File: config.mk
export PLATFORM = sky130hd
export DESIGN_NAME = flash_row_eraser
export DESIGN_NICKNAME = d
export VERILOG_FILES = /design/src/rtl/fre_pkg.sv /design/src/rtl/fre_unlock.sv /design/src/rtl/fre_sequencer.sv /design/src/rtl/flash_row_eraser.sv
export SDC_FILE = /design/constraint.sdc
export NUM_CORES = 1
export LEC_CHECK = 0
export BUFFER_PORTS_ARGS = -buffer_cell sky130_fd_sc_hd__clkbuf_2
export CAP_MARGIN = 10
export CORE_ASPECT_RATIO = 1.75
export CORE_UTILIZATION = 55
export DETAILED_ROUTE_END_ITERATION = 8
export GPL_TIMING_DRIVEN = 0
export PLACE_DENSITY = 0.87
export SKIP_LAST_GASP = 1
export SLEW_MARGIN = 20
export SYNTH_ARGS = -nofsm -noshare
export SYNTH_HDL_FRONTEND = slang
export SYNTH_SLANG_ARGS = --single-unit
File: constraint.sdc
create_clock -name clk -period 2.3 [get_ports clk]
set_clock_uncertainty 0.15 [all_clocks]
set_input_delay 0.23 -clock clk [delete_from_list [all_inputs] [get_ports clk]]
set_output_delay 0.23 -clock clk [all_outputs]
set_load 0.05 [all_outputs]
File: src/rtl/fre_pkg.sv
// Package: shared register indices, control bit positions, key values
// and the key-tracking state type for the flash row-erase controller.
package fre_pkg;
    localparam logic [1:0] REG_ADDR_LO = 2'd0;
    localparam logic [1:0] REG_ADDR_HI = 2'd1;
    localparam logic [1:0] REG_CTRL    = 2'd2;
    localparam logic [1:0] REG_KEY     = 2'd3;

    localparam int B_GO     = 0;
    localparam int B_WEN    = 1;
    localparam int B_ERS    = 2;
    localparam int B_REGION = 3;
    localparam int B_DONE   = 4;
    localparam int B_IRQEN  = 5;

    localparam logic [7:0] KEY_FIRST  = 8'h55;
    localparam logic [7:0] KEY_SECOND = 8'hAA;

    typedef enum logic [1:0] {
        KS_IDLE  = 2'd0,
        KS_HALF  = 2'd1,
        KS_ARMED = 2'd2
    } key_state_t;
endpackage

File: src/rtl/fre_unlock.sv
// Module: fre_unlock
// Tracks the two-write key on the key register. The output is high only
// right after 0x55 then 0xAA were written with no other access between
// them. Any other bus access drops it back to idle.
// Assumes: at most one of bus_wr / bus_rd is high in a cycle.
module fre_unlock
    import fre_pkg::*;
(
    input  logic       clk,
    input  logic       rst_n,
    input  logic       bus_wr,
    input  logic       bus_rd,
    input  logic [1:0] bus_addr,
    input  logic [7:0] bus_wdata,
    output logic       armed
);
    key_state_t state_q, state_d;
    logic key_wr;

    assign key_wr = bus_wr && (bus_addr == REG_KEY);

    // Next-state choice for the key sequence.
    always_comb begin
        state_d = state_q;
        if (key_wr && bus_wdata == KEY_FIRST && state_q == KS_IDLE)
            state_d = KS_HALF;
        else if (key_wr && bus_wdata == KEY_SECOND && state_q == KS_HALF)
            state_d = KS_ARMED;
        else if (bus_wr || bus_rd)
            state_d = KS_IDLE;
    end

    // State register.
    always_ff @(posedge clk) begin
        if (!rst_n) state_q <= KS_IDLE;
        else        state_q <= state_d;
    end

    assign armed = (state_q == KS_ARMED);

    AST_FOREIGN_ACCESS_DISARMS: assert property (@(posedge clk) disable iff (!rst_n)
        ((bus_wr || bus_rd) && !key_wr) |=> !armed);
    AST_ARM_AFTER_SECOND_KEY: assert property (@(posedge clk) disable iff (!rst_n)
        $rose(armed) |-> $past(key_wr && bus_wdata == KEY_SECOND));
endmodule

File: src/rtl/fre_sequencer.sv
// Module: fre_sequencer
// Runs one erase. It latches the target row and region, pulses the strobe,
// holds busy for ERASE_CYCLES cycles and sets a sticky done flag at the end.
// Assumes: start is only raised while not busy; ERASE_CYCLES >= 1.
module fre_sequencer #(
    parameter int ROW_W        = 10,
    parameter int ERASE_CYCLES = 20
) (
    input  logic             clk,
    input  logic             rst_n,
    input  logic             start,
    input  logic             clr_done,
    input  logic [ROW_W-1:0] row_in,
    input  logic             region_in,
    output logic             busy,
    output logic             strobe,
    output logic             done,
    output logic [ROW_W-1:0] row,
    output logic             region
);
    localparam int CNT_W = (ERASE_CYCLES > 1) ? $clog2(ERASE_CYCLES) : 1;
    localparam logic [CNT_W-1:0] CNT_LOAD = CNT_W'(ERASE_CYCLES - 1);

    logic [CNT_W-1:0] cnt_q;
    logic             last;

    assign last = busy && (cnt_q == '0);

    // Busy window and countdown.
    always_ff @(posedge clk) begin
        if (!rst_n) begin
            busy  <= 1'b0;
            cnt_q <= '0;
        end else if (start) begin
            busy  <= 1'b1;
            cnt_q <= CNT_LOAD;
        end else if (last) begin
            busy  <= 1'b0;
        end else if (busy) begin
            cnt_q <= cnt_q - 1'b1;
        end
    end

    // Target latch and one-cycle strobe.
    always_ff @(posedge clk) begin
        if (!rst_n) begin
            strobe <= 1'b0;
            row    <= '0;
            region <= 1'b0;
        end else begin
            strobe <= start;
            if (start) begin
                row    <= row_in;
                region <= region_in;
            end
        end
    end

    // Sticky done flag; completion wins over a clear.
    always_ff @(posedge clk) begin
        if (!rst_n)        done <= 1'b0;
        else if (last)     done <= 1'b1;
        else if (clr_done) done <= 1'b0;
    end

    AST_STROBE_INSIDE_BUSY: assert property (@(posedge clk) disable iff (!rst_n)
        strobe |-> busy);
    AST_DONE_AT_END: assert property (@(posedge clk) disable iff (!rst_n)
        $fell(busy) |-> done);
    AST_NO_RESTART: assert property (@(posedge clk) disable iff (!rst_n)
        start |-> !busy);
endmodule

File: src/rtl/flash_row_eraser.sv
// Module: flash_row_eraser (top)
// Holds the register window, qualifies the start request with the key,
// the enable bits and the write-protect window, and drives the sequencer.
// Assumes: single-cycle register accesses; read data is combinational.
module flash_row_eraser
    import fre_pkg::*;
#(
    parameter int ADDR_W       = 15,
    parameter int ROW_WORDS    = 32,
    parameter int WP_ROWS      = 4,
    parameter int ERASE_CYCLES = 20,
    localparam int ROW_LSB     = $clog2(ROW_WORDS),
    localparam int ROW_W       = ADDR_W - ROW_LSB
) (
    input  logic             clk,
    input  logic             rst_n,
    input  logic             bus_wr,
    input  logic             bus_rd,
    input  logic [1:0]       bus_addr,
    input  logic [7:0]       bus_wdata,
    output logic [7:0]       bus_rdata,
    output logic             fl_erase_strobe,
    output logic [ROW_W-1:0] fl_erase_row,
    output logic             fl_erase_region,
    output logic             cpu_stall,
    output logic             irq
);
    localparam int HI_W = ADDR_W - 8;

    logic [7:0]        addr_lo_q;
    logic [HI_W-1:0]   addr_hi_q;
    logic              wen_q, ers_q, region_q, irqen_q;
    logic              armed, busy, done;
    logic              ctrl_wr, start_req, wp_hit, start_ok, clr_done;
    logic [ADDR_W-1:0] full_addr;
    logic [ROW_W-1:0]  tgt_row;

    assign full_addr = {addr_hi_q, addr_lo_q};
    assign tgt_row   = full_addr[ADDR_W-1:ROW_LSB];
    assign ctrl_wr   = bus_wr && (bus_addr == REG_CTRL);
    assign start_req = ctrl_wr && bus_wdata[B_GO] && bus_wdata[B_WEN]
                       && bus_wdata[B_ERS] && armed && !busy;
    assign wp_hit    = !bus_wdata[B_REGION] && (tgt_row < ROW_W'(WP_ROWS));
    assign start_ok  = start_req && !wp_hit;
    assign clr_done  = ctrl_wr && !bus_wdata[B_DONE];

    // Address byte registers.
    always_ff @(posedge clk) begin
        if (!rst_n) begin
            addr_lo_q <= '0;
            addr_hi_q <= '0;
        end else if (bus_wr && bus_addr == REG_ADDR_LO) begin
            addr_lo_q <= bus_wdata;
        end else if (bus_wr && bus_addr == REG_ADDR_HI) begin
            addr_hi_q <= bus_wdata[HI_W-1:0];
        end
    end

    // Control bits written by software.
    always_ff @(posedge clk) begin
        if (!rst_n) begin
            wen_q    <= 1'b0;
            ers_q    <= 1'b0;
            region_q <= 1'b0;
            irqen_q  <= 1'b0;
        end else if (ctrl_wr) begin
            wen_q    <= bus_wdata[B_WEN];
            ers_q    <= bus_wdata[B_ERS];
            region_q <= bus_wdata[B_REGION];
            irqen_q  <= bus_wdata[B_IRQEN];
        end
    end

    fre_unlock u_unlock (
        .clk       (clk),
        .rst_n     (rst_n),
        .bus_wr    (bus_wr),
        .bus_rd    (bus_rd),
        .bus_addr  (bus_addr),
        .bus_wdata (bus_wdata),
        .armed     (armed)
    );

    fre_sequencer #(
        .ROW_W        (ROW_W),
        .ERASE_CYCLES (ERASE_CYCLES)
    ) u_seq (
        .clk       (clk),
        .rst_n     (rst_n),
        .start     (start_ok),
        .clr_done  (clr_done),
        .row_in    (tgt_row),
        .region_in (bus_wdata[B_REGION]),
        .busy      (busy),
        .strobe    (fl_erase_strobe),
        .done      (done),
        .row       (fl_erase_row),
        .region    (fl_erase_region)
    );

    // Read-data multiplexer.
    always_comb begin
        bus_rdata = 8'h00;
        case (bus_addr)
            REG_ADDR_LO: bus_rdata = addr_lo_q;
            REG_ADDR_HI: bus_rdata = 8'(addr_hi_q);
            REG_CTRL:    bus_rdata = {2'b00, irqen_q, done, region_q, ers_q, wen_q, busy};
            default:     bus_rdata = 8'h00;
        endcase
    end

    assign cpu_stall = busy;
    assign irq       = done && irqen_q;

    AST_UNARMED_NO_ERASE: assert property (@(posedge clk) disable iff (!rst_n)
        (ctrl_wr && bus_wdata[B_GO] && !armed && !busy) |=> !busy);
    AST_WP_NO_ERASE: assert property (@(posedge clk) disable iff (!rst_n)
        (start_req && wp_hit) |=> (!busy && !fl_erase_strobe));
    AST_IRQ_GATED: assert property (@(posedge clk) disable iff (!rst_n)
        irq |-> irqen_q);
    AST_WEN_KEPT: assert property (@(posedge clk) disable iff (!rst_n)
        ($fell(busy) && !$past(ctrl_wr)) |-> $stable(wen_q));
endmodule

==> results.json <==
{
  "crit_start": "bus_addr[0]",
  "clkTransAtPathRegs_ns": 0.07,
  "netlist_area_mm2": 0.00180,
  "io_pins": 36,
  "hold_class": "input pin to register",
  "crit_type": "input pin to output pin",
  "synth_area_leaders": "dfxtp_1, mux2i_1, nand2_1, nor2_1, o21a_1",
  "cts_tree": "done",
  "r2r-start": "u_seq.cnt_q[0]",
  "path_cells": "clkbuf_2 -> buf_2 -> mux2i_1 -> o21ai_0 -> clkbuf_2",
  "rows": 27,
  "synth_top_area_cell": "dfxtp_1",
  "cts_hold_buf": 0,
  "power.density_mw_per_mm2": 666,
  "synthDistinctLibCells": 35,
  "antenna_left": 0,
  "grt_pass1_vias": 1417,
  "status": "complete, no violations",
  "start_util_pct": 57.3,
  "final_nets": 254,
  "cts_made_buffers": 5,
  "timing.hold.ws_ns": 0.0584,
  "slowest_stage": "mux2i_1",
  "hp-start": "bus_rd",
  "syn_inst": 198,
  "arrival_ns": 1.32,
  "yosysTopAreaCellShare_pct": 44.5,
  "slew_violations": 0,
  "fin_crit_ns": 1.70,
  "die_h_um": 77.7,
  "gp_congestion": 0.802,
  "fin_tns_setup_ns": 0,
  "clk_path_buf_depth": 2,
  "cp-end-kind": "output pin",
  "cp-start-kind": "input pin",
  "via_per_inst": 5.40,
  "design.core.area_mm2": 0.00314,
  "setup_violations": 0,
  "grt_pass1_wl_um": 6470,
  "ctsHtreeMaxLevel": 2,
  "cp_common_cell": "clkbuf_2",
  "wl_per_cell_um": 14.2,
  "dp_hpwl_um": 3000,
  "p_leak_nw": 0.899,
  "syn_avg_cell_area_um2": 9.09,
  "num_antenna_cells": 0,
  "post-route-drc-count": 0,
  "max-vdd-ir-drop_v": 0.000531,
  "cts_root_buf": "clkbuf_8",
  "cp_max_fo": 10,
  "cts_setup_buffers": 0,
  "port-buffer-count": 34,
  "dr.pass1.iters": 4,
  "area_growth_pct": 19.2,
  "cts_resized": 0,
  "grt_usage_pct": 25.6,
  "ys_warn_count": 0,
  "p_total_mw": 1.43,
  "worst_pin_slew_ns": 0.461,
  "syn_nets": 213,
  "first_iter_violations": 30,
  "clkSinkCount": 40,
  "grt_max_degree": 14,
  "mostFrequentLayoutCell": "dfxtp_1",
  "rsz0062_at_grt": "false",
  "grt_overflow": 0,
  "clk_latency_ns": 0.30,
  "final_cell_mix": "dfxtp_1, mux2i_1, nand2_1, clkbuf_2, nor2_1",
  "via_count": 1527,
  "wl_um": 4030,
  "finalHoldViolations": 0,
  "dieArea_mm2": 0.00352,
  "antenna_found_initial": 0,
  "slowest_delay_ns": 0.32,
  "cp.required_ns": 1.92,
  "dieWidth_um": 45.3,
  "maxCapViolCount": 0,
  "slew_headroom_pct": 69.2,
  "layout-drive-gt1-share_pct": 20.0,
  "clock.fmax_mhz": 587,
  "synth_seq_cells": 40,
  "yosysSeqAreaShare_pct": 44.5,
  "fin_crit_sh_pct": 74.1
}
[per-stage QoR]
step	cells	instance area [µm²]	util [%]	setup WS, ns
after floorplan	198	1800	-	0.288
after global placement	275	2020	64.4	0.649
after detailed placement	275	2020	64.4	0.626
after CTS	283	2150	68.3	0.618
after global routing	283	2150	68.3	0.484
final	283	2150	68.3	0.597
[final timing paths]
check                   endpoint  slack (ns)  depth (start not counted)
min reg2reg         u_seq.row[8]        0.31                          2
max                 bus_rdata[5]        0.60                          5
max reg2reg       u_seq.cnt_q[0]        0.63                          6
min          u_unlock.state_q[0]        0.06                          4
[metal layers]
layer | part of all wire, % | global-route usage [%] | vias up
li1 | - | - | 752
met1 | 39 | 27.2 | 725
met2 | 54 | 44.3 | 40
met3 | 3.9 | 5.81 | 10
met4 | 3.0 | 13.0 | 0
met5 | 0 | 0 | -
[synth_stat cells]
master	instances
dfxtp_1	40
mux2i_1	36
nand2_1	34
nor2_1	22
o21ai_0	6
clkbuf_1	5
o21a_1	5
a21oi_1	4
inv_1	4
nand3b_1	4
nor3_1	4
and2_1	3
buf_2	3
nand3_1	3
or3_1	3
nor3b_1	2
xnor2_1	2
a211oi_1	1
a31oi_1	1
and3_1	1
and3b_1	1
and4b_1	1
and4bb_1	1
buf_1	1
buf_12	1
buf_4	1
buf_6	1
ha_1	1
nand4_1	1
nand4b_1	1
nor2b_1	1
nor4_1	1
nor4b_1	1
nor4bb_1	1
o21ai_1	1
[logic make-up after synthesis]
family                     synth area share (%)
xor gates and xnor gates                  0.973
AOI/OAI and AO/OA                          5.91
buffers and inverters                      5.07
and+or+nand+nor                            22.9
DFF                                        44.5
muxes                                      20.0
adders and majority gates                 0.695
[critical path: cells and delay by family]
family	cells	cell delay (ns)
AOI/OAI and AO/OA	1	0.11
muxes	1	0.32
buffers and inverters	3	0.67
[state kept, by name (all words and copies together) (netlist names)]
register	flops
u_unlock.state_q	2
u_seq.strobe	1
ers_q	1
u_seq.row	10
addr_hi_q	7
u_seq.region	1
addr_lo_q	8
u_seq.busy	1
region_q	1
irqen_q	1
u_seq.cnt_q	5
wen_q	1
u_seq.done	1
[power by group]
group / total [mW] / internal [mW] / switching [mW]
Sequential: 0.712 / 0.703 / 0.00907
Combinational: 0.114 / 0.0397 / 0.0741
Clock: 0.603 / 0.355 / 0.249
[layout make-up]
class | count | area [µm²]
fill | 273 | 996
clock inverter | 2 | 38.8
tap | 43 | 53.8
buffer | 12 | 76.3
inverter | 4 | 15.0
multi-input combinational | 142 | 908
clock buffer | 6 | 82.6
timing repair buffer | 34 | 170
sequential | 40 | 801
No activity file was read; power rests on OpenSTA's default activity.
